`config.mk`:
```
export PLATFORM = sky130hd
export DESIGN_NAME = slot_alloc
export DESIGN_NICKNAME = d
export VERILOG_FILES = /design/src/rtl/slot_alloc.sv
export SDC_FILE = /design/constraint.sdc
export NUM_CORES = 1
export LEC_CHECK = 0
export BUFFER_PORTS_ARGS = -buffer_cell sky130_fd_sc_hd__buf_2
export CORE_MARGIN = 5
export CORE_UTILIZATION = 55
export DETAILED_ROUTE_END_ITERATION = 10
export PLACE_DENSITY = 0.76
export SLEW_MARGIN = 15
export SYNTH_ARGS = -nofsm -noshare
export SYNTH_HDL_FRONTEND = slang
export SYNTH_SLANG_ARGS = --single-unit
```
`constraint.sdc`:
```
create_clock -name clk -period 3.9 [get_ports clk]
set_input_delay 0.39 -clock clk [delete_from_list [all_inputs] [get_ports clk]]
set_output_delay 0.39 -clock clk [all_outputs]
set_load 0.02 [all_outputs]
```
`src/rtl/slot_alloc.sv`:
```
`timescale 1ns/1ps
module slot_alloc #(
  parameter int NUM_SLOTS = 16,
  parameter int MAX_COUNT = 32,
  parameter int MAX_ALIGN = 32,
  parameter int BASE      = 4096,
  parameter int NUM_W     = 16,
  localparam int SW = $clog2(NUM_SLOTS),
  localparam int CW = $clog2(MAX_COUNT + 1),
  localparam int AW = $clog2(NUM_SLOTS + MAX_COUNT) + 1
)(
  input  logic                 clk,
  input  logic                 rst_n,
  input  logic                 req_valid,
  input  logic [1:0]           req_op,
  input  logic [CW-1:0]        req_count,
  input  logic                 req_align,
  input  logic                 req_lvl,
  input  logic [SW-1:0]        req_slot,
  output logic                 busy,
  output logic                 resp_valid,
  output logic                 resp_ok,
  output logic                 resp_fail,
  output logic                 resp_err,
  output logic                 resp_warn,
  output logic [NUM_W-1:0]     resp_num,
  output logic [NUM_SLOTS-1:0] slot_lvl,
  output logic [NUM_SLOTS-1:0] slot_msg
);
  localparam logic [1:0] OP_BLOCK = 2'd0;
  localparam logic [1:0] OP_HINT  = 2'd1;
  localparam logic [1:0] OP_FREE  = 2'd2;

  logic [1:0]           op_q;
  logic [CW-1:0]        cnt_q, idx_q;
  logic                 align_q, lvl_q;
  logic [SW-1:0]        slot_q;
  logic [AW-1:0]        cand_q;
  logic [NUM_SLOTS-1:0] used, blk_mask, rng_mask, hint_mask;
  logic [NUM_SLOTS-1:0] lvl_fill, msg_fill;

  logic [AW-1:0] cnt_w, slot_w, cur, stride;
  logic          too_far, cur_free, pow2, blk_bad, rng_bad, hint_bad, last, warn;

  assign used     = slot_lvl | slot_msg;
  assign cnt_w    = AW'(cnt_q);
  assign slot_w   = AW'(slot_q);
  assign cur      = cand_q + AW'(idx_q);
  assign stride   = align_q ? cnt_w : AW'(1);
  assign too_far  = (cand_q + cnt_w) > AW'(NUM_SLOTS);
  assign cur_free = (cur < AW'(NUM_SLOTS)) && !used[cur[SW-1:0]];
  assign pow2     = (cnt_q != '0) && ((cnt_q & (cnt_q - CW'(1))) == '0)
                    && (cnt_w <= AW'(MAX_ALIGN));
  assign blk_bad  = (cnt_q == '0) || (align_q && !pow2);
  assign rng_bad  = (cnt_q == '0) || ((slot_w + cnt_w) > AW'(NUM_SLOTS));
  assign hint_bad = slot_w >= AW'(NUM_SLOTS);
  assign last     = idx_q == (cnt_q - CW'(1));
  assign hint_mask = NUM_SLOTS'(1) << slot_q;
  assign lvl_fill = {NUM_SLOTS{lvl_q}};
  assign msg_fill = ~lvl_fill;

  always_comb begin
    for (int i = 0; i < NUM_SLOTS; i++) begin
      blk_mask[i] = (AW'(i) >= cand_q) && (AW'(i) < cand_q + cnt_w);
      rng_mask[i] = (AW'(i) >= slot_w) && (AW'(i) < slot_w + cnt_w);
    end
  end

  assign warn = |(rng_mask & ~used);

  always_ff @(posedge clk) begin
    if (!rst_n) begin
      busy <= 1'b0; op_q <= '0; cnt_q <= '0; idx_q <= '0; align_q <= 1'b0;
      lvl_q <= 1'b0; slot_q <= '0; cand_q <= '0;
      resp_valid <= 1'b0; resp_ok <= 1'b0; resp_fail <= 1'b0;
      resp_err <= 1'b0; resp_warn <= 1'b0; resp_num <= '0;
      slot_lvl <= '0; slot_msg <= '0;
    end else begin
      resp_valid <= 1'b0; resp_ok <= 1'b0; resp_fail <= 1'b0;
      resp_err <= 1'b0; resp_warn <= 1'b0;
      if (!busy) begin
        if (req_valid) begin
          busy <= 1'b1; op_q <= req_op; cnt_q <= req_count;
          align_q <= req_align; lvl_q <= req_lvl; slot_q <= req_slot;
          cand_q <= '0; idx_q <= '0;
        end
      end else begin
        case (op_q)
          OP_BLOCK: begin
            if (blk_bad) begin
              busy <= 1'b0; resp_valid <= 1'b1; resp_err <= 1'b1; resp_num <= '1;
            end else if (idx_q == '0 && too_far) begin
              busy <= 1'b0; resp_valid <= 1'b1; resp_fail <= 1'b1; resp_num <= '1;
            end else if (!cur_free) begin
              cand_q <= cand_q + stride;
              idx_q  <= '0;
            end else if (last) begin
              slot_lvl <= slot_lvl | (blk_mask & lvl_fill);
              slot_msg <= slot_msg | (blk_mask & msg_fill);
              busy <= 1'b0; resp_valid <= 1'b1; resp_ok <= 1'b1;
              resp_num <= NUM_W'(cand_q) + NUM_W'(BASE);
            end else begin
              idx_q <= idx_q + CW'(1);
            end
          end
          OP_HINT: begin
            busy <= 1'b0; resp_valid <= 1'b1;
            if (hint_bad) begin
              resp_err <= 1'b1; resp_num <= '1;
            end else if (used[slot_q]) begin
              resp_fail <= 1'b1; resp_num <= '1;
            end else begin
              slot_lvl <= slot_lvl | (hint_mask & lvl_fill);
              slot_msg <= slot_msg | (hint_mask & msg_fill);
              resp_ok  <= 1'b1;
              resp_num <= NUM_W'(slot_q) + NUM_W'(BASE);
            end
          end
          OP_FREE: begin
            busy <= 1'b0; resp_valid <= 1'b1;
            if (rng_bad) begin
              resp_err <= 1'b1; resp_num <= '1;
            end else begin
              slot_lvl  <= slot_lvl & ~rng_mask;
              slot_msg  <= slot_msg & ~rng_mask;
              resp_ok   <= 1'b1;
              resp_warn <= warn;
              resp_num  <= NUM_W'(slot_q) + NUM_W'(BASE);
            end
          end
          default: begin
            busy <= 1'b0; resp_valid <= 1'b1; resp_err <= 1'b1; resp_num <= '1;
          end
        endcase
      end
    end
  end
endmodule

```
==> impl_metrics.py <==
metrics = {
    "power_and_ir_drop": {
        "p_clk_frac": 0.307,
        "total_leakage_power_uw": 0.002669,
        "pwr-share-comb": 0.294,
        "switchingPower_uw": 784.1,
        "switching_share": 0.3783,
        "p_per_area_nw_per_um2": 319.6,
        "p_int_uw": 1289,
        "seq_power_share": 0.399,
        "vdd_drop_max_uv": 287.1,
    },
    "layout": {
        "area_delta_synth_final_pct": 9.554,
        "final_common_cell": "nand2_1",
        "final_cell_mix": "80 x nand2_1, 74 x dfxtp_1, 70 x buf_2",
        "nets": 840,
        "antenna_cells": 0,
        "layout-drive-gt1-share": 0.1778,
        "finish.utilization": 0.6226,
    },
    "clock_network": {
        "cts_tree": "done",
        "clk-insertion-delay-late_ps": 380,
        "cts_buffers": 9,
        "cts_buffer_depth": 2,
        "cts-htree-levels": 3,
        "clock-sinks": 74,
        "cts_root_buf": "clkbuf_8",
        "cts_setup_buffers": 0,
        "clk_pin_slew_ps": 80,
        "cts.repair.resized": 0,
        "hold_buffers": 0,
    },
    "yosys": {
        "yosysTopAreaCellShare": 0.2503,
        "yosysWarnings": 0,
        "ys_seq_area_frac": 0.2503,
        "synth_edf_count": 0,
        "ys.flop_type": "dfxtp_1",
        "ys_seq_elements": 74,
        "synthCells": 747,
        "yosysTopAreaCell": "dfxtp_1",
        "synth.avg_cell_area_sq_um": 7.924,
        "async_flop_share": 0,
        "synth_nets": 799,
        "yosysUniqueCellTypes": 83,
        "synth_area_sq_um": 5919,
        "synth.top_cells.by_area": "dfxtp_1 25%, ha_1 6.6%, nand2_1 5.1%, nor2_1 3.2%, a21oi_1 3.1%",
    },
    "timing": {
        "finalHoldViolations": 0,
        "setup_violations": 0,
        "max_slew_margin": 0.2421,
        "min_period_over_period": 0.9313,
        "grt_setup_unrepaired": "no",
        "fin_worst_skew_ps": 12.82,
        "slew_violations": 0,
        "finalCriticalPeriod_ps": 3632,
        "tightest_slew_ps": 1129,
        "holdWs_ps": 263.7,
        "setup_tns_ps": 0,
        "max_freq_ghz": 0.2753,
    },
    "drt": {
        "num_vias": 6431,
        "drtIter0Drc": 696,
        "dr.pass1.iters": 5,
        "via_per_inst": 6.922,
        "antenna_left": 0,
        "routed_wl_um": 20940,
        "drt_drc_violations_left": 0,
        "wire_per_inst_um": 22.54,
    },
    "global_route": {
        "track_usage": 0.3260,
        "grt_antenna_before_repair": 0,
        "grt_pass1_wl_um": 33400,
        "grt_max_degree": 46,
        "grt-ovfl-total": 0,
        "grt_pass1_vias": 6218,
    },
    "floorplan": {
        "initial_core_util": 0.5683,
        "die_x_um": 113.7,
        "dieArea_sq_um": 12940,
        "core_sq_um": 10420,
        "die_h_um": 113.7,
        "rows": 37,
        "io_pins": 71,
    },
    "min_path": {
        "hp-class": "input pin to register",
    },
    "job": {
        "timing.max_cap.violations": 0,
    },
    "critical_path": {
        "required_ps": 4140,
        "crit_arrival_ps": 3880,
        "critPathKind": "register to register",
        "start_kind": "register",
        "end_kind": "register",
        "critPathMaxFanout": 24,
    },
    "run_status": {
        "status": "completed",
    },
    "place": {
        "gp_congestion": 0.9856,
        "port_buffers": 70,
        "dp_hpwl_um": 15570,
    },
}
layout make-up:
| class | count | area (sq um) |
|---|---|---|
| Inverter | 18 | 67.56 |
| Sequential cell | 74 | 1481 |
| Clock inverter | 6 | 66.31 |
| Multi-Input combinational cell | 601 | 4106 |
| Tap cell | 136 | 170.2 |
| Timing Repair Buffer | 84 | 455.4 |
| Fill cell | 999 | 3931 |
| Clock buffer | 10 | 137.6 |
registers in the layout (all words and copies together) (netlist names):
signal	flops
resp_num	9
resp_err	1
resp_valid	1
op_q	2
resp_warn	1
slot_msg	16
align_q	1
resp_fail	1
cand_q	7
resp_ok	1
busy	1
idx_q	6
cnt_q	6
slot_lvl	16
slot_q	4
lvl_q	1
power groups by stage:
stage / Combinational, uW / Clock (uW) / Sequential (uW)
after detailed placement: 588 / 0 / 843
final: 609 / 637 / 827
after CTS: 592 / 641 / 825
after global placement: 579 / 0 / 842
after floorplan: 424 / 0 / 842
after global routing: 653 / 674 / 831
synth_stat cells, types with 9 or more instances:
| cell | n |
|---|---|
| nand2_1 | 80 |
| dfxtp_1 | 74 |
| nor2_1 | 51 |
| a21oi_1 | 37 |
| o21ai_0 | 35 |
| clkbuf_1 | 32 |
| nand3_1 | 32 |
| ha_1 | 31 |
| nand4_1 | 29 |
| o21ai_1 | 26 |
| a21boi_0 | 17 |
| inv_1 | 17 |
| nor3_1 | 16 |
| and2_1 | 15 |
| o311ai_0 | 14 |
| o31ai_1 | 12 |
| a31oi_1 | 10 |
| mux2i_1 | 10 |
| nor4_1 | 10 |
| o211ai_1 | 10 |
| a21o_1 | 9 |
| xnor2_1 | 9 |
routing by layer:
metal / part of all wire / track usage
met3: 0.092 / 0.06101
met4: 0.048 / 0.1482
met5: 0 / 0
met2: 0.45 / 0.5186
met1: 0.41 / 0.4290
critical path, stage by stage, from the launching register on:
cell and delay [ps]:
dfxtp_1 580, ha_1 280, fa_1 600, nor3_1 370, o21ai_0 180, a21oi_2 440
nand2_2 420, o311ai_0 480, o21ai_1 130
per-stage QoR:
stage	cell area [sq um]	cells	power (uW)	setup WS (ps)
after global placement	6281	913	1420	571.1
after CTS	6485	929	2058	388.4
final	6485	929	2073	268.0
after floorplan	5919	747	1266	1130
after detailed placement	6281	913	1431	398.4
after global routing	6485	929	2158	38.73
logic make-up (layout without fill, tap and decap cells):
| group | count (synthesis) | in the layout | synth area share |
|---|---|---|---|
| adder cells (fa/ha/maj) | 35 | 35 | 0.07905 |
| multiplexers | 19 | 19 | 0.04967 |
| buffers and inverters | 72 | 118 | 0.05707 |
| flip-flops | 74 | 74 | 0.2503 |
| XOR/XNOR | 18 | 18 | 0.02790 |
| AO/OA/AOI/OAI | 239 | 239 | 0.2843 |
| AND/OR/NAND/NOR | 290 | 290 | 0.2517 |
worst paths after layout:
path	from	endpoint	slack (ps)	depth (start not counted)
worst min register to register	resp_num[4]	resp_num[4]	460	2
worst min-delay path	req_slot[0]	slot_q[0]	260	3
worst max-delay path	cnt_q[0]	slot_msg[4]	270	8
worst max register to register	cnt_q[0]	slot_msg[4]	270	8
Power figures use the tool's default switching activity.
